===== src/rtl/ias_pkg.sv =====
package ias_pkg;

  localparam int ADDR_W = 3;

  typedef enum logic [1:0] {
    ALIAS_PLAIN  = 2'd0,
    ALIAS_SET    = 2'd1,
    ALIAS_CLR    = 2'd2,
    ALIAS_MIRROR = 2'd3
  } alias_e;

endpackage


===== src/rtl/ias_bus_decode.sv =====
module ias_bus_decode
  import ias_pkg::*;
(
  input  logic [ADDR_W-1:0] addr,
  input  logic              wr,
  output alias_e            op,
  output logic              comp_wen,
  output logic              err_wen,
  output logic              rd_err_sel
);

  logic write_live;

  always_comb begin
    op         = alias_e'(addr[1:0]);
    write_live = wr && (op != ALIAS_MIRROR);
    comp_wen   = write_live && !addr[2];
    err_wen    = write_live && addr[2];
    rd_err_sel = addr[2];
  end

endmodule


===== src/rtl/ias_flag_reg.sv =====
module ias_flag_reg
  import ias_pkg::*;
#(
  parameter int W = 32
) (
  input  logic         clk,
  input  logic         rst_n,
  input  logic         sw_en,
  input  alias_e       sw_op,
  input  logic [W-1:0] sw_data,
  input  logic [W-1:0] hw_set,
  input  logic [W-1:0] hw_clr,
  output logic [W-1:0] q
);

  function automatic logic [W-1:0] sw_apply(input logic [W-1:0] cur,
                                            input logic [W-1:0] data,
                                            input alias_e       op);
    case (op)
      ALIAS_PLAIN: return data;
      ALIAS_SET:   return cur | data;
      ALIAS_CLR:   return cur & ~data;
      default:     return cur;
    endcase
  endfunction

  logic [W-1:0] after_sw;
  logic [W-1:0] q_next;

  always_comb begin
    after_sw = sw_en ? sw_apply(q, sw_data, sw_op) : q;
    q_next   = (after_sw & ~hw_clr) | hw_set;
  end

  always_ff @(posedge clk or negedge rst_n) begin
    if (!rst_n) q <= '0;
    else        q <= q_next;
  end

endmodule


===== src/rtl/ias_irq_combine.sv =====
module ias_irq_combine #(
  parameter int NCH = 16,
  localparam int DW = 2 * NCH
) (
  input  logic [DW-1:0]  comp_q,
  input  logic [DW-1:0]  err_q,
  output logic           irq,
  output logic [NCH-1:0] fault_mask
);

  function automatic logic [NCH-1:0] fault_of(input logic [NCH-1:0] flag,
                                              input logic [NCH-1:0] kind,
                                              input logic [NCH-1:0] done);
    return flag & (kind | ~done);
  endfunction

  logic [NCH-1:0] done_flags;
  logic [NCH-1:0] done_enables;
  logic [NCH-1:0] err_flags;
  logic [NCH-1:0] err_kinds;
  logic [NCH-1:0] done_hits;

  always_comb begin
    done_flags   = comp_q[NCH-1:0];
    done_enables = comp_q[DW-1:NCH];
    err_flags    = err_q[NCH-1:0];
    err_kinds    = err_q[DW-1:NCH];
    done_hits    = done_flags & done_enables;
    irq          = (|done_hits) | (|err_flags);
    fault_mask   = fault_of(err_flags, err_kinds, done_flags);
  end

endmodule


===== src/rtl/ias_irq_aggregator.sv =====
module ias_irq_aggregator
  import ias_pkg::*;
#(
  parameter int NCH = 16,
  localparam int DW = 2 * NCH
) (
  input  logic              clk,
  input  logic              rst_n,
  input  logic [ADDR_W-1:0] bus_addr,
  input  logic              bus_wr,
  input  logic [DW-1:0]     bus_wdata,
  output logic [DW-1:0]     bus_rdata,
  input  logic [NCH-1:0]    done_pulse,
  input  logic [NCH-1:0]    err_pulse,
  input  logic [NCH-1:0]    err_is_bus,
  output logic              irq,
  output logic [NCH-1:0]    fault_mask
);

  alias_e        wr_op;
  logic          comp_wen;
  logic          err_wen;
  logic          rd_err_sel;
  logic [DW-1:0] comp_q;
  logic [DW-1:0] err_q;
  logic [DW-1:0] comp_hw_set;
  logic [DW-1:0] comp_hw_clr;
  logic [DW-1:0] err_hw_set;
  logic [DW-1:0] err_hw_clr;

  ias_bus_decode u_dec (
    .addr       (bus_addr),
    .wr         (bus_wr),
    .op         (wr_op),
    .comp_wen   (comp_wen),
    .err_wen    (err_wen),
    .rd_err_sel (rd_err_sel)
  );

  always_comb begin
    comp_hw_set = {{NCH{1'b0}}, done_pulse};
    comp_hw_clr = '0;
    err_hw_set  = {err_pulse & err_is_bus, err_pulse};
    err_hw_clr  = {err_pulse & ~err_is_bus, {NCH{1'b0}}};
  end

  ias_flag_reg #(.W(DW)) u_comp (
    .clk     (clk),
    .rst_n   (rst_n),
    .sw_en   (comp_wen),
    .sw_op   (wr_op),
    .sw_data (bus_wdata),
    .hw_set  (comp_hw_set),
    .hw_clr  (comp_hw_clr),
    .q       (comp_q)
  );

  ias_flag_reg #(.W(DW)) u_err (
    .clk     (clk),
    .rst_n   (rst_n),
    .sw_en   (err_wen),
    .sw_op   (wr_op),
    .sw_data (bus_wdata),
    .hw_set  (err_hw_set),
    .hw_clr  (err_hw_clr),
    .q       (err_q)
  );

  ias_irq_combine #(.NCH(NCH)) u_comb (
    .comp_q     (comp_q),
    .err_q      (err_q),
    .irq        (irq),
    .fault_mask (fault_mask)
  );

  assign bus_rdata = rd_err_sel ? err_q : comp_q;

endmodule


===== config.mk =====
export PLATFORM = sky130hd
export DESIGN_NAME = ias_irq_aggregator
export DESIGN_NICKNAME = d
export VERILOG_FILES = /design/src/rtl/ias_pkg.sv /design/src/rtl/ias_bus_decode.sv /design/src/rtl/ias_flag_reg.sv /design/src/rtl/ias_irq_combine.sv /design/src/rtl/ias_irq_aggregator.sv
export SDC_FILE = /design/constraint.sdc
export NUM_CORES = 1
export LEC_CHECK = 0
export BUFFER_PORTS_ARGS = -buffer_cell sky130_fd_sc_hd__buf_2
export CORE_MARGIN = 2
export CORE_UTILIZATION = 40
export DETAILED_ROUTE_END_ITERATION = 16
export PLACE_DENSITY = 0.76
export SETUP_SLACK_MARGIN = 0.3
export SYNTH_ARGS = -nofsm -noshare
export SYNTH_HDL_FRONTEND = slang
export SYNTH_SLANG_ARGS = --single-unit

===== constraint.sdc =====
create_clock -name clk -period 1.7 [get_ports clk]
set_input_delay 0.34 -clock clk [delete_from_list [all_inputs] [get_ports clk]]
set_output_delay 0.34 -clock clk [all_outputs]
set_load 0.005 [all_outputs]

==> impl_metrics.csv <==
group,metric,value,unit
floorplanning,start_util,0.414,
logic_synthesis,synth_nets,488,
floorplanning,rows,35,
place,place.gp.congestion,0.856,
floorplanning,die_w,102,um
final_layout,fin_area,0.00552,sq mm
timing,timing_hold_violations_final,0,
critical_path,cp-start-kind,"register",
floorplanning,fp.dieH,102,um
place,place.detailed.hpwl,9.76,mm
hold_path,hp-class,"in -> reg",
detailed_routing,drt_iter0_drc,283,
timing,unrepaired_setup_endpoints_after_global_routing,"yes",
logic_synthesis,synth.cell_area,0.00384,sq mm
logic_synthesis,ys_async_sr_fraction,1.00,
place,placed_area,0.00484,sq mm
logic_synthesis,syn_avg_cell_area,9.56,sq um
timing,worst_slew_margin_rel,0.702,
detailed_routing,totalWireLength,14.3,mm
grt,wire_length_of_the_first_global_routing_pass,21.1,mm
critical_path,critical_path.startpoint,"u_err.q[15]",
logic_synthesis,synth-seq-cells,64,
pwr,peakVddDrop,0.447,mV
place,port_buffers,134,
grt,grt_start_max_net_pins,51,
pwr,power_leakage,2.47,nW
detailed_routing,remaining_drc_errors,0,
final_layout,post_layout_net_count,662,
detailed_routing,vias_post_dr,4279,
logic_synthesis,synth_seq_area_share,0.417,
logic_synthesis,cell_variety_after_synth,27,
clock_tree,h-tree-depth,3,
critical_path,cp.required,1360,ps
final_layout,fillers,799,
pwr,power.density,803,mW/mm^2
final_layout,finish.utilization,0.595,
grt,first_global_vias,4094,
floorplanning,core,0.00928,sq mm
hold_path,worst_hold_startpoint,"done_pulse[5]",
final_layout,layout-drive-gt1-share,0.460,
outcome,failed_checks,"negative setup slack",
detailed_routing,wire_per_inst,20.1,um
clock_tree,cts_tree,"done",
clock_tree,tritoncts_num_sinks,64,
timing,timing_max_transition_violations_final,0,
critical_path,setup.worst_path.class,"reg -> out",
logic_synthesis,synth_enable_flop_cells,0,
clock_tree,max-clock-path-buffers,2,
final_layout,antennaDiodeCount,0,
logic_synthesis,ys_warn_count,0,
logic_synthesis,synth_ff_type,"dfrtp_1",
detailed_routing,viasPerCell,6.03,
timing,post-route-worst-setup-slack,-266,ps
floorplanning,io-pin-count,135,
grt,gr-total-overflow,0,
grt,globalRouteTotalUtil,0.266,
timing,finalSetupViolCount,2,
critical_path,worst_setup_path_end_kind,"output pin",
timing,timing.clock.skew,0,ps
floorplanning,design.die.area,0.0104,sq mm
timing,timing_worst_slew_pin_value,445,ps
critical_path,worst_ep_arrival_time,1630,ps
clock_tree,path_clk_slew,80,ps
logic_synthesis,syn_inst,402,
grt,number_of_antenna_violations_at_the_first_check_in_global_routing,0,
outcome,outcome,"finished with violations",
final_layout,flow.area_growth_from_synthesis,43.7,%
detailed_routing,drt.antenna.violating_nets,0,
timing,clock.fmax,0.509,GHz
clock_tree,clockRootBuffer,"clkbuf_8",
clock_tree,cts-buffers-inserted,9,
critical_path,timing.critical_path.fanout_max,2,
clock_tree,clock_insertion_delay_worst_skew,340,ps
timing,post-route-min-period,1970,ps
detailed_routing,firstDrtPassIters,5,
job,timing.max_cap.violations,0,
timing,fin_crit_sh,1.16,
-- report_power, final --
part	switching [mW]	total (mW)	internal [mW]
Clock	0.649	1.22	0.570
Combinational	0.604	1.29	0.688
Sequential	0.222	1.92	1.70
-- layout by cell type, fill, tap and decap left out, types with 10 or more instances in the layout --
| cell | Yosys | routed |
|---|---|---|
| o21ai_0 | 31 | 31 |
| inv_1 | 16 | 13 |
| dfrtp_1 | 64 | 56 |
| o21ai_1 | 17 | 17 |
| a21boi_2 | 0 | 11 |
| mux2_2 | 32 | 18 |
| a22oi_1 | 22 | 22 |
| a221o_1 | 32 | 32 |
| nand2_1 | 50 | 49 |
| nand2b_1 | 17 | 17 |
| a21oi_1 | 16 | 16 |
| o32ai_1 | 16 | 16 |
| buf_4 | 1 | 35 |
| buf_6 | 0 | 25 |
| mux2_4 | 0 | 14 |
| clkbuf_8 | 0 | 10 |
| buf_2 | 12 | 120 |
| mux2i_1 | 16 | 16 |
| nor2_1 | 18 | 18 |
-- routing by layer --
layer  vias to the layer above  part of all wire  track usage
li1                       1872                 -            -
met1                      2079              0.39        0.348
met2                       283              0.49        0.425
met3                        45             0.093       0.0581
met4                         0             0.031        0.119
met5                         -                 0            0
-- cell type report --
type,count,area [sq um],area share
Clock inverter,6,45.0,0.00816
Tap cell,129,161,0.0292
Timing Repair Buffer,187,1280,0.232
Inverter,16,60.1,0.0109
Sequential cell,64,1610,0.292
Multi-Input combinational cell,298,2220,0.403
Clock buffer,10,138,0.0249
-- Yosys cell counts (all sizes together), types with 4 or more instances --
master  instances  share of area
clkbuf          8         0.0078
nand2          50          0.049
dfrtp          64           0.42
nor4            4         0.0065
mux2i          16          0.042
a22oi          22          0.043
nand2b         17          0.028
mux2           32          0.094
a21oi          16          0.021
a21boi         16          0.031
o21ai          48          0.063
inv            16          0.016
o32ai          16          0.036
nor2           20          0.021
buf            16          0.021
a221o          32          0.083
-- final timing paths --
path                            slack, ps  cells past startpoint                    endpoint
worst max-delay path                 -270                      5                         irq
worst min-delay path                  170                      2                 u_comp.q[5]
worst max register to register        540                      5                    register
worst min register to register        600                      1                  u_err.q[0]
max in group asynchronous             640                      3                  u_err.q[4]
min in group asynchronous             440                      2  asynchronous set/reset pin
-- repair_timing --
item,CTS,global route
endpoints found under the setup margin,49,51
gates cloned,0,1
buffers inserted,12,13
endpoints found under the hold margin,14,0
hold buffers,1,0
pin swaps,5,2
resized for setup,46,37
-- cell families after synthesis --
kind of cell / synth area share
muxes: 0.136
AOI/OAI and AO/OA: 0.282
buffers and inverters: 0.0440
DFF: 0.417
and+or+nand+nor: 0.121
-- worst max-delay path: stages, from the launching register on --
cell and delay, ps:
dfrtp_1 430, nor4_2 320, nand4_1 120, nor2_1 100, nand4_1 140, buf_2 160
-- stage by stage --
stage	cells	setup WS [ps]	total power, mW	hold WS, ps	setup TNS [ps]
final	710	-266	4.43	175	-336
after global routing	710	-309	4.63	185	-381
after CTS	696	-283	4.30	172	-283
after detailed placement	667	-111	2.99	276	-111
after global placement	667	-143	2.95	276	-143
after floorplan	402	314	2.44	44.4	0
Note: power is estimated with default switching activity, not from simulation.
